--- src/rtl/pkt_loader_pkg.sv ---
package pkt_loader_pkg;

    localparam int FIELD_W = 7;
    localparam int REG_AW  = 6;

    typedef enum logic [2:0] {
        ST_IDLE,
        ST_LOAD,
        ST_SEND,
        ST_SHIFT,
        ST_GAP
    } ld_state_e;

    typedef enum logic [1:0] {
        PH_REG_READ,
        PH_REG_WRITE,
        PH_BURST
    } ld_phase_e;

    function automatic logic [7:0] cmd_byte(input logic rd, input logic [REG_AW-1:0] a);
        return {rd, 1'b0, a};
    endfunction

endpackage

--- src/rtl/spi_byte_shifter.sv ---
module spi_byte_shifter #(
    parameter int HALF = 2
) (
    input  logic       clk,
    input  logic       rst,
    input  logic       go,
    input  logic [7:0] tx_byte,
    input  logic       miso,
    output logic       sclk,
    output logic       mosi,
    output logic [7:0] rx_byte,
    output logic       byte_done
);
    localparam int CW = (HALF > 1) ? $clog2(HALF) : 1;
    localparam logic [CW-1:0] LIM = CW'(HALF - 1);

    logic [CW-1:0] cnt;
    logic [2:0]    bitn;
    logic [7:0]    sh;
    logic          active;

    assign mosi = sh[7];

    always_ff @(posedge clk) begin
        if (rst) begin
            cnt       <= '0;
            bitn      <= '0;
            sh        <= '0;
            rx_byte   <= '0;
            active    <= 1'b0;
            sclk      <= 1'b0;
            byte_done <= 1'b0;
        end else begin
            byte_done <= 1'b0;
            if (go && !active) begin
                sh     <= tx_byte;
                active <= 1'b1;
                cnt    <= '0;
                bitn   <= '0;
                sclk   <= 1'b0;
            end else if (active) begin
                if (cnt == LIM) begin
                    cnt <= '0;
                    if (!sclk) begin
                        sclk    <= 1'b1;
                        rx_byte <= {rx_byte[6:0], miso};
                    end else begin
                        sclk <= 1'b0;
                        if (bitn == 3'd7) begin
                            active    <= 1'b0;
                            byte_done <= 1'b1;
                        end else begin
                            bitn <= bitn + 3'd1;
                            sh   <= {sh[6:0], 1'b0};
                        end
                    end
                end else begin
                    cnt <= cnt + CW'(1);
                end
            end
        end
    end
endmodule

--- src/rtl/pkt_byte_picker.sv ---
module pkt_byte_picker
    import pkt_loader_pkg::*;
#(
    parameter int              LEN_W  = 8,
    parameter int              BUF_AW = 7,
    parameter logic [REG_AW-1:0] LEN_REG_A = 6'h03,
    parameter logic [REG_AW-1:0] RAM_A     = 6'h02
) (
    input  ld_phase_e          ph,
    input  logic [LEN_W:0]     idx,
    input  logic [LEN_W-1:0]   len_q,
    input  logic [15:0]        old_reg,
    input  logic [7:0]         buf_rdata,
    output logic [BUF_AW-1:0]  buf_addr,
    output logic [7:0]         tx_byte
);
    logic [LEN_W:0]   src;
    logic             in_range;
    logic [LEN_W-1:0] sum;

    always_comb begin
        src      = idx[0] ? idx : idx - (LEN_W+1)'(2);
        in_range = src < {1'b0, len_q};
        sum      = len_q + LEN_W'(2);
        buf_addr = src[BUF_AW-1:0];
        case (ph)
            PH_REG_READ:  tx_byte = (idx == '0) ? cmd_byte(1'b1, LEN_REG_A) : 8'h00;
            PH_REG_WRITE: begin
                if (idx == '0)
                    tx_byte = cmd_byte(1'b0, LEN_REG_A);
                else if (idx == (LEN_W+1)'(1))
                    tx_byte = old_reg[15:8];
                else
                    tx_byte = {old_reg[7], sum[FIELD_W-1:0]};
            end
            default: begin
                if (idx == '0)
                    tx_byte = cmd_byte(1'b0, RAM_A);
                else
                    tx_byte = in_range ? buf_rdata : 8'h00;
            end
        endcase
    end
endmodule

--- src/rtl/pkt_ram_loader.sv ---
module pkt_ram_loader
    import pkt_loader_pkg::*;
#(
    parameter int              LEN_W     = 8,
    parameter int              BUF_AW    = 7,
    parameter int              HALF      = 2,
    parameter int              MAX_LEN   = 125,
    parameter logic [5:0]      LEN_REG_A = 6'h03,
    parameter logic [5:0]      RAM_A     = 6'h02
) (
    input  logic              clk,
    input  logic              rst,
    input  logic              start,
    input  logic [LEN_W-1:0]  len,
    output logic              busy,
    output logic              done,
    output logic              err,
    output logic [BUF_AW-1:0] buf_addr,
    input  logic [7:0]        buf_rdata,
    output logic              sclk,
    output logic              cs_n,
    output logic              mosi,
    input  logic              miso
);
    localparam int IDX_W = LEN_W + 1;

    ld_state_e        st;
    ld_phase_e        ph;
    logic [IDX_W-1:0] idx;
    logic [IDX_W-1:0] last_idx;
    logic [LEN_W-1:0] len_q;
    logic [15:0]      old_reg;
    logic [7:0]       tx_byte;
    logic [7:0]       rx_byte;
    logic             byte_done;
    logic             go;

    assign busy = (st != ST_IDLE);
    assign go   = (st == ST_SEND);

    always_comb begin
        if (ph == PH_BURST)
            last_idx = {1'b0, len_q} + IDX_W'(len_q[0]);
        else
            last_idx = IDX_W'(2);
    end

    pkt_byte_picker #(
        .LEN_W(LEN_W), .BUF_AW(BUF_AW), .LEN_REG_A(LEN_REG_A), .RAM_A(RAM_A)
    ) u_pick (
        .ph(ph), .idx(idx), .len_q(len_q), .old_reg(old_reg),
        .buf_rdata(buf_rdata), .buf_addr(buf_addr), .tx_byte(tx_byte)
    );

    spi_byte_shifter #(.HALF(HALF)) u_shift (
        .clk(clk), .rst(rst), .go(go), .tx_byte(tx_byte), .miso(miso),
        .sclk(sclk), .mosi(mosi), .rx_byte(rx_byte), .byte_done(byte_done)
    );

    always_ff @(posedge clk) begin
        if (rst) begin
            st      <= ST_IDLE;
            ph      <= PH_REG_READ;
            idx     <= '0;
            len_q   <= '0;
            old_reg <= '0;
            cs_n    <= 1'b1;
            done    <= 1'b0;
            err     <= 1'b0;
        end else begin
            done <= 1'b0;
            err  <= 1'b0;
            case (st)
                ST_IDLE: begin
                    if (start) begin
                        if (int'(len) > MAX_LEN) begin
                            done <= 1'b1;
                            err  <= 1'b1;
                        end else begin
                            len_q <= len;
                            ph    <= PH_REG_READ;
                            idx   <= '0;
                            cs_n  <= 1'b0;
                            st    <= ST_LOAD;
                        end
                    end
                end
                ST_LOAD: st <= ST_SEND;
                ST_SEND: st <= ST_SHIFT;
                ST_SHIFT: begin
                    if (byte_done) begin
                        if (ph == PH_REG_READ) begin
                            if (idx == IDX_W'(1)) old_reg[15:8] <= rx_byte;
                            if (idx == IDX_W'(2)) old_reg[7:0]  <= rx_byte;
                        end
                        if (idx == last_idx) begin
                            cs_n <= 1'b1;
                            if (ph == PH_BURST) begin
                                done <= 1'b1;
                                st   <= ST_IDLE;
                            end else begin
                                st <= ST_GAP;
                            end
                        end else begin
                            idx <= idx + IDX_W'(1);
                            st  <= ST_LOAD;
                        end
                    end
                end
                ST_GAP: begin
                    ph   <= (ph == PH_REG_READ) ? PH_REG_WRITE : PH_BURST;
                    idx  <= '0;
                    cs_n <= 1'b0;
                    st   <= ST_LOAD;
                end
                default: st <= ST_IDLE;
            endcase
        end
    end
endmodule

--- config.mk ---
export PLATFORM = sky130hd
export DESIGN_NAME = pkt_ram_loader
export DESIGN_NICKNAME = d
export VERILOG_FILES = /design/src/rtl/pkt_loader_pkg.sv /design/src/rtl/spi_byte_shifter.sv /design/src/rtl/pkt_byte_picker.sv /design/src/rtl/pkt_ram_loader.sv
export SDC_FILE = /design/constraint.sdc
export NUM_CORES = 1
export LEC_CHECK = 0
export CAP_MARGIN = 10
export CORE_MARGIN = 10
export CORE_UTILIZATION = 59
export DETAILED_ROUTE_END_ITERATION = 7
export PLACE_DENSITY = 0.89
export SYNTH_ARGS = -nofsm -noshare
export SYNTH_HDL_FRONTEND = slang
export SYNTH_HIERARCHICAL = 1
export SYNTH_SLANG_ARGS = --single-unit
export TNS_END_PERCENT = 30
--- constraint.sdc ---
create_clock -name clk -period 4 [get_ports clk]
set_clock_uncertainty 0.15 [all_clocks]
set_input_delay 1.2 -clock clk [delete_from_list [all_inputs] [get_ports clk]]
set_output_delay 1.2 -clock clk [all_outputs]
set_load 0.02 [all_outputs]
==> flow_metrics.env <==
export IMPL_core_area_um2=5921
export IMPL_drt_vias_per_instance=6.253
export IMPL_rd_place_congestion=0.8981
export IMPL_detailedPlacementHpwl_mm=6.657
export IMPL_power_density_nw_per_um2=341.0
export IMPL_wire_length_of_the_first_global_routing_pass_mm=15.51
export IMPL_drt_iter0_drc=437
export IMPL_number_of_remaining_drc_errors=0
export IMPL_worst_ep_required_time_ns=2.65
export IMPL_die_h_um=98.22
export IMPL_insertedDiodeCount=0
export IMPL_postCtsSetupRepairBufs=0
export IMPL_multi_input_area_um2=2257
export IMPL_placement_io_buffers=32
export IMPL_timing_reg2reg_worst_path_depth=14
export IMPL_cts_made_buffers=9
export IMPL_worst_r2r_setup_slack_ns=0.27
export IMPL_placed_cell_area_um2=3939
export IMPL_finalNonFillerCells=530
export IMPL_unrepaired_setup_endpoints_after_global_routing="false"
export IMPL_clock_sink_count=57
export IMPL_critical_path_class="reg -> out"
export IMPL_dpl_cell_count=514
export IMPL_detail_route_wirelength_mm=9.269
export IMPL_fp_dieArea_um2=9647
export IMPL_p_clk_share_pct=48.3
export IMPL_maxClockFrequency_mhz=259.1
export IMPL_hold_depth=2
export IMPL_row_count=28
export IMPL_grt_start_max_net_pins=37
export IMPL_postLayoutCellArea_um2=4188
export IMPL_syn_to_final_growth_pct=16.01
export IMPL_setup_viol=0
export IMPL_swShare_pct=25.48
export IMPL_finalCritPeriodShare_pct=96.48
export IMPL_finalSetupTns_ns=0
export IMPL_route_antenna_remaining_nets=0
export IMPL_summed_instance_area_of_the_synthesized_netlist_um2=3610
export IMPL_timing_final_max_slew_violations=0
export IMPL_regArea_um2=1141
export IMPL_max_clock_path_buffers=2
export IMPL_r2r_end="u_shift/sh[5]$_SDFFE_PP0P_"
export IMPL_run_status="complete, no violations"
export IMPL_groute_usage_overall_pct=19.00
export IMPL_clk_root_buffer_cell="sky130_fd_sc_hd__clkbuf_8"
export IMPL_p_int_w=0.001064
export IMPL_seq_power_share_pct=42.6
export IMPL_power_switching_w=0.0003638
export IMPL_yosys_warnings=6
export IMPL_final_min_clock_period_ns=3.859
export IMPL_drtPass1Iterations=5
export IMPL_clkLatencyLatePin_ns=0.35
export IMPL_worstReg2RegStart="idx[1]$_SDFFE_PP0P_"
export IMPL_hold_path_class="reg -> reg"
export IMPL_p_leak_nw=1.741
export IMPL_initial_utilization_pct=60.97
export IMPL_syn_mean_instance_area_um2=8.534
export IMPL_mappedNetlistNets=461
export IMPL_postSynthCellCount=423
export IMPL_max_slew_worst_pin_slew_ns=0.6686
export IMPL_layout_nets=488
export IMPL_post_cts_hold_buffer_count=0
export IMPL_clock_tree_from_tritoncts="done"
export IMPL_number_of_antenna_violations_at_the_first_check_in_global_routing=0
export IMPL_arrival_ns=2.51
export IMPL_final_fill_count=441
export IMPL_post_route_cells_drive_above_1_share_pct=10.11
export IMPL_post_drt_wl_per_cell_um=17.49
export IMPL_floorplan_io_pins=33
export IMPL_via_count_of_the_first_global_routing_pass=3218
export IMPL_cts_htree_levels=3
export IMPL_drv_cap=0
export IMPL_timing_critical_path_from_type="flop"
export IMPL_combinational_group_share_of_total_power_pct=9.0
export IMPL_hold_viol=0
export IMPL_dr_total_vias=3314
export IMPL_clock_transition_at_path_regs_ns=0.08
export IMPL_min_delay_worst_endpoint="cs_n$_SDFFE_PP1P_"
export IMPL_hold_start="cs_n$_SDFFE_PP1P_"
export IMPL_timing_critical_path_to_type="output port"
export IMPL_utilization_pct=70.73
export IMPL_cts_resized=0
export IMPL_relSlewSlack_pct=55.31
export IMPL_holdWs_ns=0.3131
export IMPL_crit_fanout=11
export IMPL_globalRouteOverflowTotal=0
export IMPL_chipWidth_um=98.22
export IMPL_irDropWorstVdd_v=0.0003659
[layout make-up]
cell class              count  share of cell area (%)
repair buffers             38                   8.605
well taps                  75                   2.241
flip-flops and latches     57                   27.25
multi-input cells         321                   53.90
clock inverters             7                   2.988
inverters                  23                   2.062
clock buffers               9                   2.958
[worst max-delay path: stages (launching register included)]
cell and delay, ns:
sky130_fd_sc_hd__dfxtp_1 0.44, sky130_fd_sc_hd__inv_1 0.17, sky130_fd_sc_hd__ha_1 0.16, sky130_fd_sc_hd__inv_1 0.04, sky130_fd_sc_hd__or3_1 0.35, sky130_fd_sc_hd__nor2_1 0.13, sky130_fd_sc_hd__xor2_1 0.22, sky130_fd_sc_hd__clkdlybuf4s50_1 0.65
[placed cells by master (no fill, tap or decap), drive strengths merged, types with 10 or more instances in the layout]
master	instances
dfxtp	57
inv	26
o21ai	14
ha	18
mux2i	32
xor2	10
a21oi	16
nand2	26
clkdlybuf4s50	31
nor2	68
nand3	15
[per-stage QoR]
stage / worst slack (ns) / total power (W)
after floorplan: 0.5260 / 0.0006977
after global placement: 0.5147 / 0.0007412
after detailed placement: 0.3280 / 0.0007472
after CTS: 0.1525 / 0.001431
after global routing: 0.004865 / 0.001468
final: 0.1407 / 0.001428
[routing by layer]
| layer | vias to the layer above | GRT usage, % | part of all wire [%] |
|---|---|---|---|
| met3 | 12 | 4.651 | 8.2 |
| met5 | - | 0 | 0 |
| met4 | 0 | 8.600 | 1.8 |
| met2 | 156 | 31.57 | 49 |
| met1 | 1566 | 22.57 | 41 |
| li1 | 1580 | - | - |
[power by group through the flow]
stage / Sequential, W / Clock [W] / Combinational, W
after floorplan: 0.000614 / 0 / 0.0000842
after global placement: 0.000620 / 0 / 0.000122
after detailed placement: 0.000621 / 0 / 0.000127
after CTS: 0.000608 / 0.000695 / 0.000128
after global routing: 0.000611 / 0.000715 / 0.000142
final: 0.000609 / 0.000690 / 0.000129
[worst max-delay path by stage]
stage / startpoint / to / slack (ns) / cells after the start
floorplan: idx[2]$_SDFFE_PP0P_ / u_shift/sh[5]$_SDFFE_PP0P_ / 0.53 / 14
global placement: idx[1]$_SDFFE_PP0P_ / u_shift/sh[5]$_SDFFE_PP0P_ / 0.51 / 14
detailed placement: idx[1]$_SDFFE_PP0P_ / u_shift/sh[2]$_SDFFE_PP0P_ / 0.33 / 14
CTS: idx[1]$_SDFFE_PP0P_ / buf_addr[5] / 0.15 / 7
global route: idx[1]$_SDFFE_PP0P_ / u_shift/sh[5]$_SDFFE_PP0P_ / 0.005 / 14
finish: idx[1]$_SDFFE_PP0P_ / buf_addr[5] / 0.14 / 7
Note: power is estimated with default switching activity, not from simulation.
